## config.mk

```make
export PLATFORM = sky130hd
export DESIGN_NAME = hp_event_agg
export DESIGN_NICKNAME = d
export VERILOG_FILES = /design/src/rtl/hp_agg_pkg.sv /design/src/rtl/hp_sync.sv /design/src/rtl/hp_port.sv /design/src/rtl/hp_gpe_fsm.sv /design/src/rtl/hp_event_agg.sv
export SDC_FILE = /design/constraint.sdc
export NUM_CORES = 1
export LEC_CHECK = 0
export ABC_AREA = 0
export BUFFER_PORTS_ARGS = -buffer_cell sky130_fd_sc_hd__buf_2
export CAP_MARGIN = 5
export CORE_MARGIN = 4
export CORE_UTILIZATION = 37
export CTS_CLUSTER_DIAMETER = 30
export DETAILED_ROUTE_END_ITERATION = 6
export GPL_TIMING_DRIVEN = 0
export PLACE_DENSITY = 0.58
export SLEW_MARGIN = 25
export SYNTH_ARGS = -nofsm -noshare
export SYNTH_HDL_FRONTEND = slang
export SYNTH_SLANG_ARGS = --single-unit
```

## constraint.sdc

```tcl
create_clock -name clk -period 2.65 [get_ports clk]
set_input_delay 0.1325 -clock clk [delete_from_list [all_inputs] [get_ports clk]]
set_output_delay 0.1325 -clock clk [all_outputs]
set_load 0.01 [all_outputs]
```

## src/rtl/hp_agg_pkg.sv

```systemverilog
package hp_agg_pkg;
   localparam int NEV = 6;
   // event positions within a slot's status and enable vectors
   localparam int EV_CMD    = 0;
   localparam int EV_PRES   = 1;
   localparam int EV_LATCH  = 2;
   localparam int EV_PFAULT = 3;
   localparam int EV_BTN    = 4;
   localparam int EV_LINK   = 5;
   localparam int MODE_BIT  = 3;
   localparam int PWR_BIT   = 0;

   typedef enum logic [1:0] {
      SEL_STATUS = 2'd0,
      SEL_ENABLE = 2'd1,
      SEL_PCTRL  = 2'd2,
      SEL_MISC   = 2'd3
   } wsel_e;
endpackage

```

## src/rtl/hp_sync.sv

```systemverilog
module hp_sync #(
   parameter int          W       = 1,
   parameter int          STAGES  = 2,
   parameter logic [W-1:0] RST_VAL = '0
) (
   input  logic         clk,
   input  logic         rst_n,
   input  logic [W-1:0] d,
   output logic [W-1:0] q
);
   if (STAGES < 2) begin : g_bad_stages
      $error("hp_sync needs at least two stages");
   end

   logic [W-1:0] st [STAGES];

   always_ff @(posedge clk or negedge rst_n) begin
      if (!rst_n) begin
         for (int i = 0; i < STAGES; i++) st[i] <= RST_VAL;
      end else begin
         st[0] <= d;
         for (int i = 1; i < STAGES; i++) st[i] <= st[i-1];
      end
   end

   assign q = st[STAGES-1];
endmodule

```

## src/rtl/hp_port.sv

```systemverilog
module hp_port
   import hp_agg_pkg::*;
(
   input  logic           clk,
   input  logic           rst_n,
   input  logic           prs_s,
   input  logic           pf_s,
   input  logic           lat_s,
   input  logic           btn,
   input  logic           lnk,
   input  logic           cmd,
   input  logic [NEV-1:0] clr,
   input  logic           en_wr,
   input  logic [NEV-1:0] en_data,
   input  logic           ctl_wr,
   input  logic           ctl_bit,
   input  logic           msi_mode,
   output logic [NEV-1:0] status,
   output logic [NEV-1:0] enable,
   output logic           pend_any,
   output logic           msi_req,
   output logic           pwr_en_n
);
   logic           prs_q, pf_q, lat_q;
   logic           any_q, ctl_q;
   logic [NEV-1:0] set;

   always_comb begin
      set            = '0;
      set[EV_CMD]    = cmd;
      set[EV_PRES]   = prs_s ^ prs_q;
      set[EV_LATCH]  = lat_s ^ lat_q;
      set[EV_PFAULT] = pf_q & ~pf_s;
      set[EV_BTN]    = btn;
      set[EV_LINK]   = lnk;
   end

   always_ff @(posedge clk or negedge rst_n) begin
      if (!rst_n) begin
         prs_q  <= 1'b1;
         pf_q   <= 1'b1;
         lat_q  <= 1'b0;
         status <= '0;
         enable <= '0;
         ctl_q  <= 1'b0;
         any_q  <= 1'b0;
      end else begin
         prs_q  <= prs_s;
         pf_q   <= pf_s;
         lat_q  <= lat_s;
         // a hardware set overrides a same-cycle software clear
         status <= (status & ~clr) | set;
         if (en_wr)  enable <= en_data;
         if (ctl_wr) ctl_q  <= ctl_bit;
         any_q  <= pend_any;
      end
   end

   assign pend_any = |(status & enable);
   assign msi_req  = msi_mode & pend_any & ~any_q;
   assign pwr_en_n = ~ctl_q;
endmodule

```

## src/rtl/hp_gpe_fsm.sv

```systemverilog
module hp_gpe_fsm (
   input  logic clk,
   input  logic rst_n,
   input  logic level,
   input  logic gpe_mode,
   output logic msg_valid,
   output logic msg_assert
);
   logic wire_q;

   always_ff @(posedge clk or negedge rst_n) begin
      if (!rst_n) begin
         wire_q     <= 1'b0;
         msg_valid  <= 1'b0;
         msg_assert <= 1'b0;
      end else begin
         msg_valid <= 1'b0;
         if (gpe_mode) begin
            if (level && !wire_q) begin
               wire_q     <= 1'b1;
               msg_valid  <= 1'b1;
               msg_assert <= 1'b1;
            end else if (!level && wire_q) begin
               wire_q     <= 1'b0;
               msg_valid  <= 1'b1;
               msg_assert <= 1'b0;
            end
         end else if (wire_q) begin
            // leaving legacy mode: release the virtual wire first
            wire_q     <= 1'b0;
            msg_valid  <= 1'b1;
            msg_assert <= 1'b0;
         end
      end
   end
endmodule

```

## src/rtl/hp_event_agg.sv

```systemverilog
module hp_event_agg
   import hp_agg_pkg::*;
#(
   parameter  int NPORTS      = 4,
   parameter  int SYNC_STAGES = 2,
   localparam int PW          = (NPORTS > 1) ? $clog2(NPORTS) : 1
) (
   input  logic              clk,
   input  logic              rst_n,
   input  logic [NPORTS-1:0] prsnt_n_i,
   input  logic [NPORTS-1:0] pwrflt_n_i,
   input  logic [NPORTS-1:0] latch_i,
   input  logic [NPORTS-1:0] button_i,
   input  logic [NPORTS-1:0] link_chg_i,
   input  logic [NPORTS-1:0] cmd_done_i,
   input  logic              wr_en_i,
   input  logic [1:0]        wr_sel_i,
   input  logic [PW-1:0]     wr_port_i,
   input  logic [NEV-1:0]    wr_data_i,
   input  logic [PW-1:0]     rd_port_i,
   output logic [NEV-1:0]    rd_status_o,
   output logic [NEV-1:0]    rd_enable_o,
   output logic [NPORTS-1:0] pwr_en_n_o,
   output logic [NPORTS-1:0] msi_req_o,
   output logic              msg_valid_o,
   output logic              msg_assert_o
);
   if (NPORTS < 1) begin : g_bad_ports
      $error("hp_event_agg needs at least one slot");
   end

   logic [NPORTS-1:0] prs_s, pf_s, lat_s, pend_vec;
   logic [NEV-1:0]    status_arr [NPORTS];
   logic [NEV-1:0]    enable_arr [NPORTS];
   logic              gpe_mode_q;

   hp_sync #(.W(NPORTS), .STAGES(SYNC_STAGES), .RST_VAL({NPORTS{1'b1}})) u_sync_prs (
      .clk(clk), .rst_n(rst_n), .d(prsnt_n_i), .q(prs_s));
   hp_sync #(.W(NPORTS), .STAGES(SYNC_STAGES), .RST_VAL({NPORTS{1'b1}})) u_sync_pf (
      .clk(clk), .rst_n(rst_n), .d(pwrflt_n_i), .q(pf_s));
   hp_sync #(.W(NPORTS), .STAGES(SYNC_STAGES), .RST_VAL({NPORTS{1'b0}})) u_sync_lat (
      .clk(clk), .rst_n(rst_n), .d(latch_i), .q(lat_s));

   always_ff @(posedge clk or negedge rst_n) begin
      if (!rst_n)                             gpe_mode_q <= 1'b0;
      else if (wr_en_i && wr_sel_i == SEL_MISC) gpe_mode_q <= wr_data_i[MODE_BIT];
   end

   for (genvar p = 0; p < NPORTS; p++) begin : g_port
      logic           hit;
      logic [NEV-1:0] clr;
      assign hit = wr_en_i && (int'(wr_port_i) == p);
      assign clr = (hit && wr_sel_i == SEL_STATUS) ? wr_data_i : '0;

      hp_port u_port (
         .clk      (clk),
         .rst_n    (rst_n),
         .prs_s    (prs_s[p]),
         .pf_s     (pf_s[p]),
         .lat_s    (lat_s[p]),
         .btn      (button_i[p]),
         .lnk      (link_chg_i[p]),
         .cmd      (cmd_done_i[p]),
         .clr      (clr),
         .en_wr    (hit && wr_sel_i == SEL_ENABLE),
         .en_data  (wr_data_i),
         .ctl_wr   (hit && wr_sel_i == SEL_PCTRL),
         .ctl_bit  (wr_data_i[PWR_BIT]),
         .msi_mode (~gpe_mode_q),
         .status   (status_arr[p]),
         .enable   (enable_arr[p]),
         .pend_any (pend_vec[p]),
         .msi_req  (msi_req_o[p]),
         .pwr_en_n (pwr_en_n_o[p])
      );
   end

   assign rd_status_o = (int'(rd_port_i) < NPORTS) ? status_arr[rd_port_i] : '0;
   assign rd_enable_o = (int'(rd_port_i) < NPORTS) ? enable_arr[rd_port_i] : '0;

   hp_gpe_fsm u_gpe (
      .clk        (clk),
      .rst_n      (rst_n),
      .level      (|pend_vec),
      .gpe_mode   (gpe_mode_q),
      .msg_valid  (msg_valid_o),
      .msg_assert (msg_assert_o)
   );
endmodule

```

==> flow_metrics.env <==
export IMPL_setup_viol=0
export IMPL_timing_rr_start="g_port[2].u_port.status[1]"
export IMPL_gp_congestion=0.824
export IMPL_hold_viol=0
export IMPL_die_w_um=110
export IMPL_fp_dieH_um=110
export IMPL_hp_start="wr_data_i[0]"
export IMPL_ys_seq_elements=96
export IMPL_ant_nets=0
export IMPL_reg2reg_to="u_gpe.msg_assert"
export IMPL_fmax_mhz=488
export IMPL_hold_depth=3
export IMPL_clock_latency_ns=0.36
export IMPL_maxSlewViolCount=0
export IMPL_fin_crit_ns=2.05
export IMPL_via_per_inst=4.88
export IMPL_first_pass_iters=4
export IMPL_grt_max_degree=73
export IMPL_skew_ns=0.0143
export IMPL_post_cts_buffers=0
export IMPL_clk_path_buf_depth=2
export IMPL_antenna_found_initial=0
export IMPL_synth_cells=270
export IMPL_status="complete, no violations"
export IMPL_grtUsageTotal_pct=15.4
export IMPL_yosysTopAreaCellShare_pct=46.7
export IMPL_grt_pass1_wl_um=13800
export IMPL_cts_resized=0
export IMPL_routedWlPerCell_um=16.9
export IMPL_power_share_clock_pct=27.2
export IMPL_layout_drive_gt1_share_pct=39.4
export IMPL_syn_to_final_growth_pct=23.8
export IMPL_cts_tree="built"
export IMPL_maxCapViolCount=0
export IMPL_cts_made_buffers=9
export IMPL_n_antenna_cell=0
export IMPL_power_density_nw_per_um2=654
export IMPL_cts_sinks=96
export IMPL_hpwl_um=6100
export IMPL_io_buffers=59
export IMPL_vias=2475
export IMPL_grt_setup_unrepaired="false"
export IMPL_synth_commonest_cells="72 x dfrtp_1, 29 x nand3_1, 24 x dfstp_2"
export IMPL_synth_most_common_cell="dfrtp_1"
export IMPL_rows=37
export IMPL_synth_fa_ha_area_share_pct=0.649
export IMPL_cts_root_buffer="clkbuf_8"
export IMPL_synthMuxAreaShare_pct=15.5
export IMPL_cp_start_kind="register"
export IMPL_grt_overflow=0
export IMPL_min_period_over_period_pct=77.4
export IMPL_tightest_slew_ns=0.716
export IMPL_clkTransAtPathRegs_ns=0.10
export IMPL_initial_core_util_pct=37.7
export IMPL_die_area_um2=12100
export IMPL_hold_buffers=25
export IMPL_fin_tns_setup_ns=0
export IMPL_p_leak_nw=1.97
export IMPL_synth_compound_area_share_pct=7.59
export IMPL_drcViolationCount=0
export IMPL_timing_hold_ws_ns=0.0995
export IMPL_synth_top_cell_by_area="dfrtp_1"
export IMPL_drtIter0Drc=92
export IMPL_avgSynthCellArea_um2=14.3
export IMPL_core_area_um2=10200
export IMPL_internal_power_mw=2.27
export IMPL_path_class="register to register"
export IMPL_ys_async_sr_fraction_pct=100
export IMPL_critical_path_required_ns=2.91
export IMPL_yosys_area_share_simple_pct=8.04
export IMPL_power_mw=3.13
export IMPL_syn_nets=311
export IMPL_yosysWarnings=0
export IMPL_relSlewSlack_pct=52.1
export IMPL_seq_area_frac_synth_pct=63.0
export IMPL_grt_pass1_vias=2576
export IMPL_synthFlopType="dfrtp_1"
export IMPL_whs_endpoint="g_port[0].u_port.status[0]"
export IMPL_crit_fanout=4
export IMPL_crit_arrival_ns=2.31
export IMPL_fin_nets=407
export IMPL_htreeDepth=3
export IMPL_syn_area_um2=3860
export IMPL_crit_path_end_kind="register"
export IMPL_wirelength_um=8590
export IMPL_r2r_setup_slack_ns=0.60
export IMPL_synth_cell_types=31
export IMPL_p_seq_share_pct=55.7
export IMPL_combPwrFrac_pct=17.1
export IMPL_synth_xor_area_share_pct=1.82
export IMPL_synthTopCellsByArea="dfrtp_1 47%, dfstp_2 16%, mux4_2 7.0%"
export IMPL_reg2regPathDepth=6
export IMPL_io_pins=61
export IMPL_synth_top_family_by_area="multiplexers"
export IMPL_sw_frac_of_total_pct=27.2
export IMPL_synth_enable_flop_cells=0
export IMPL_p_switching_mw=0.852
export IMPL_peakVddDrop_mv=0.306
export IMPL_hp_class="primary input to register"
-- power groups by stage --
stage	clock network (mW)	logic (mW)	registers, mW
2_1_floorplan	0	0.316	1.74
3_3_place_gp	0	0.498	1.76
3_5_place_dp	0	0.515	1.77
4_1_cts	0.884	0.545	1.74
5_1_grt	0.950	0.596	1.76
6_report	0.849	0.536	1.74
-- routing by layer --
layer / wire, µm / vias to the layer above / global-route usage (%)
met5: 0 / - / 0
met3: 428 / 7 / 3.49
met2: 4270 / 62 / 25.9
met4: 63 / 0 / 3.96
met1: 3830 / 1249 / 20.2
li1: - / 1157 / -
-- cell type report --
| class | count | area [µm²] |
|---|---|---|
| clock inverter | 6 | 42.5 |
| tap | 136 | 170 |
| sequential | 96 | 2430 |
| clock buffer | 10 | 128 |
| timing repair buffer | 85 | 579 |
| multi-input combinational | 148 | 1290 |
| buffer | 17 | 97.6 |
| fill | 951 | 5450 |
| inverter | 9 | 33.8 |
-- flip-flops by register name, summed over array words and instances, names as in the netlist --
signal / count
u_gpe.wire_q: 1
g_port.u_port.ctl_q: 4
g_port.u_port.enable: 24
u_sync_pf.st: 4
g_port.u_port.lat_q: 4
g_port.u_port.pf_q: 4
u_sync_pf.q: 4
g_port.u_port.status: 24
u_sync_prs.st: 4
u_sync_lat.q: 4
u_sync_lat.st: 4
u_sync_prs.q: 4
u_gpe.msg_assert: 1
g_port.u_port.prs_q: 4
gpe_mode_q: 1
u_gpe.msg_valid: 1
g_port.u_port.any_q: 4
-- layout by cell type (no fill, tap or decap), drive strengths merged --
| cell | count |
|---|---|
| a21o | 20 |
| o21a | 1 |
| clkinvlp | 2 |
| o21ai | 1 |
| nand2 | 3 |
| clkinv | 2 |
| dlygate4sd3 | 25 |
| inv | 11 |
| a21oi | 1 |
| mux4 | 12 |
| nand3b | 2 |
| or4 | 1 |
| dfstp | 24 |
| xor2 | 8 |
| nor2 | 9 |
| a22o | 4 |
| and2 | 1 |
| dfrtp | 72 |
| a22oi | 12 |
| nor2b | 3 |
| nor4 | 1 |
| nor3 | 1 |
| mux2 | 29 |
| clkbuf | 14 |
| buf | 73 |
| or3 | 1 |
| nor3b | 5 |
| ha | 2 |
| nand3 | 29 |
| nand2b | 2 |
-- logic make-up (layout without fill, tap and decap cells) --
family / Yosys count / in the layout
buffers and inverters: 26 / 127
XOR/XNOR: 8 / 8
AND/OR/NAND/NOR: 58 / 58
AO/OA/AOI/OAI: 39 / 39
flip-flops: 96 / 96
multiplexers: 41 / 41
adder cells (fa/ha/maj): 2 / 2
-- worst max path at each step --
stage,cells past startpoint,end,startpoint,slack (ns)
after floorplan,6,u_gpe.msg_assert,g_port[3].u_port.status[2],0.93
after global placement,1,u_sync_lat.st[6],rst_n,0.53
after detailed placement,6,u_gpe.msg_assert,g_port[2].u_port.status[1],0.64
after CTS,6,u_gpe.msg_assert,g_port[3].u_port.status[2],0.62
after global routing,6,u_gpe.msg_assert,g_port[2].u_port.status[1],0.43
final,6,u_gpe.msg_assert,g_port[2].u_port.status[1],0.60
-- metrics by stage --
step | cells | cell area, µm² | util, % | worst slack, ns
3_5_place_dp | 466 | 4360 | 42.6 | 0.641
3_3_place_gp | 465 | 4320 | 42.3 | 0.526
4_1_cts | 507 | 4780 | 46.7 | 0.622
2_1_floorplan | 270 | 3860 | - | 0.930
6_report | 507 | 4780 | 46.7 | 0.600
5_1_grt | 507 | 4780 | 46.7 | 0.434
-- critical path, stage by stage (launching register included) --
cell and delay [ns]:
dfrtp_1 0.42, a22oi_1 0.28, nand3_1 0.23, or4_1 0.58
ha_1 0.23, o21ai_0 0.15, nand2_1 0.06
(Power assumes the default switching activity.)
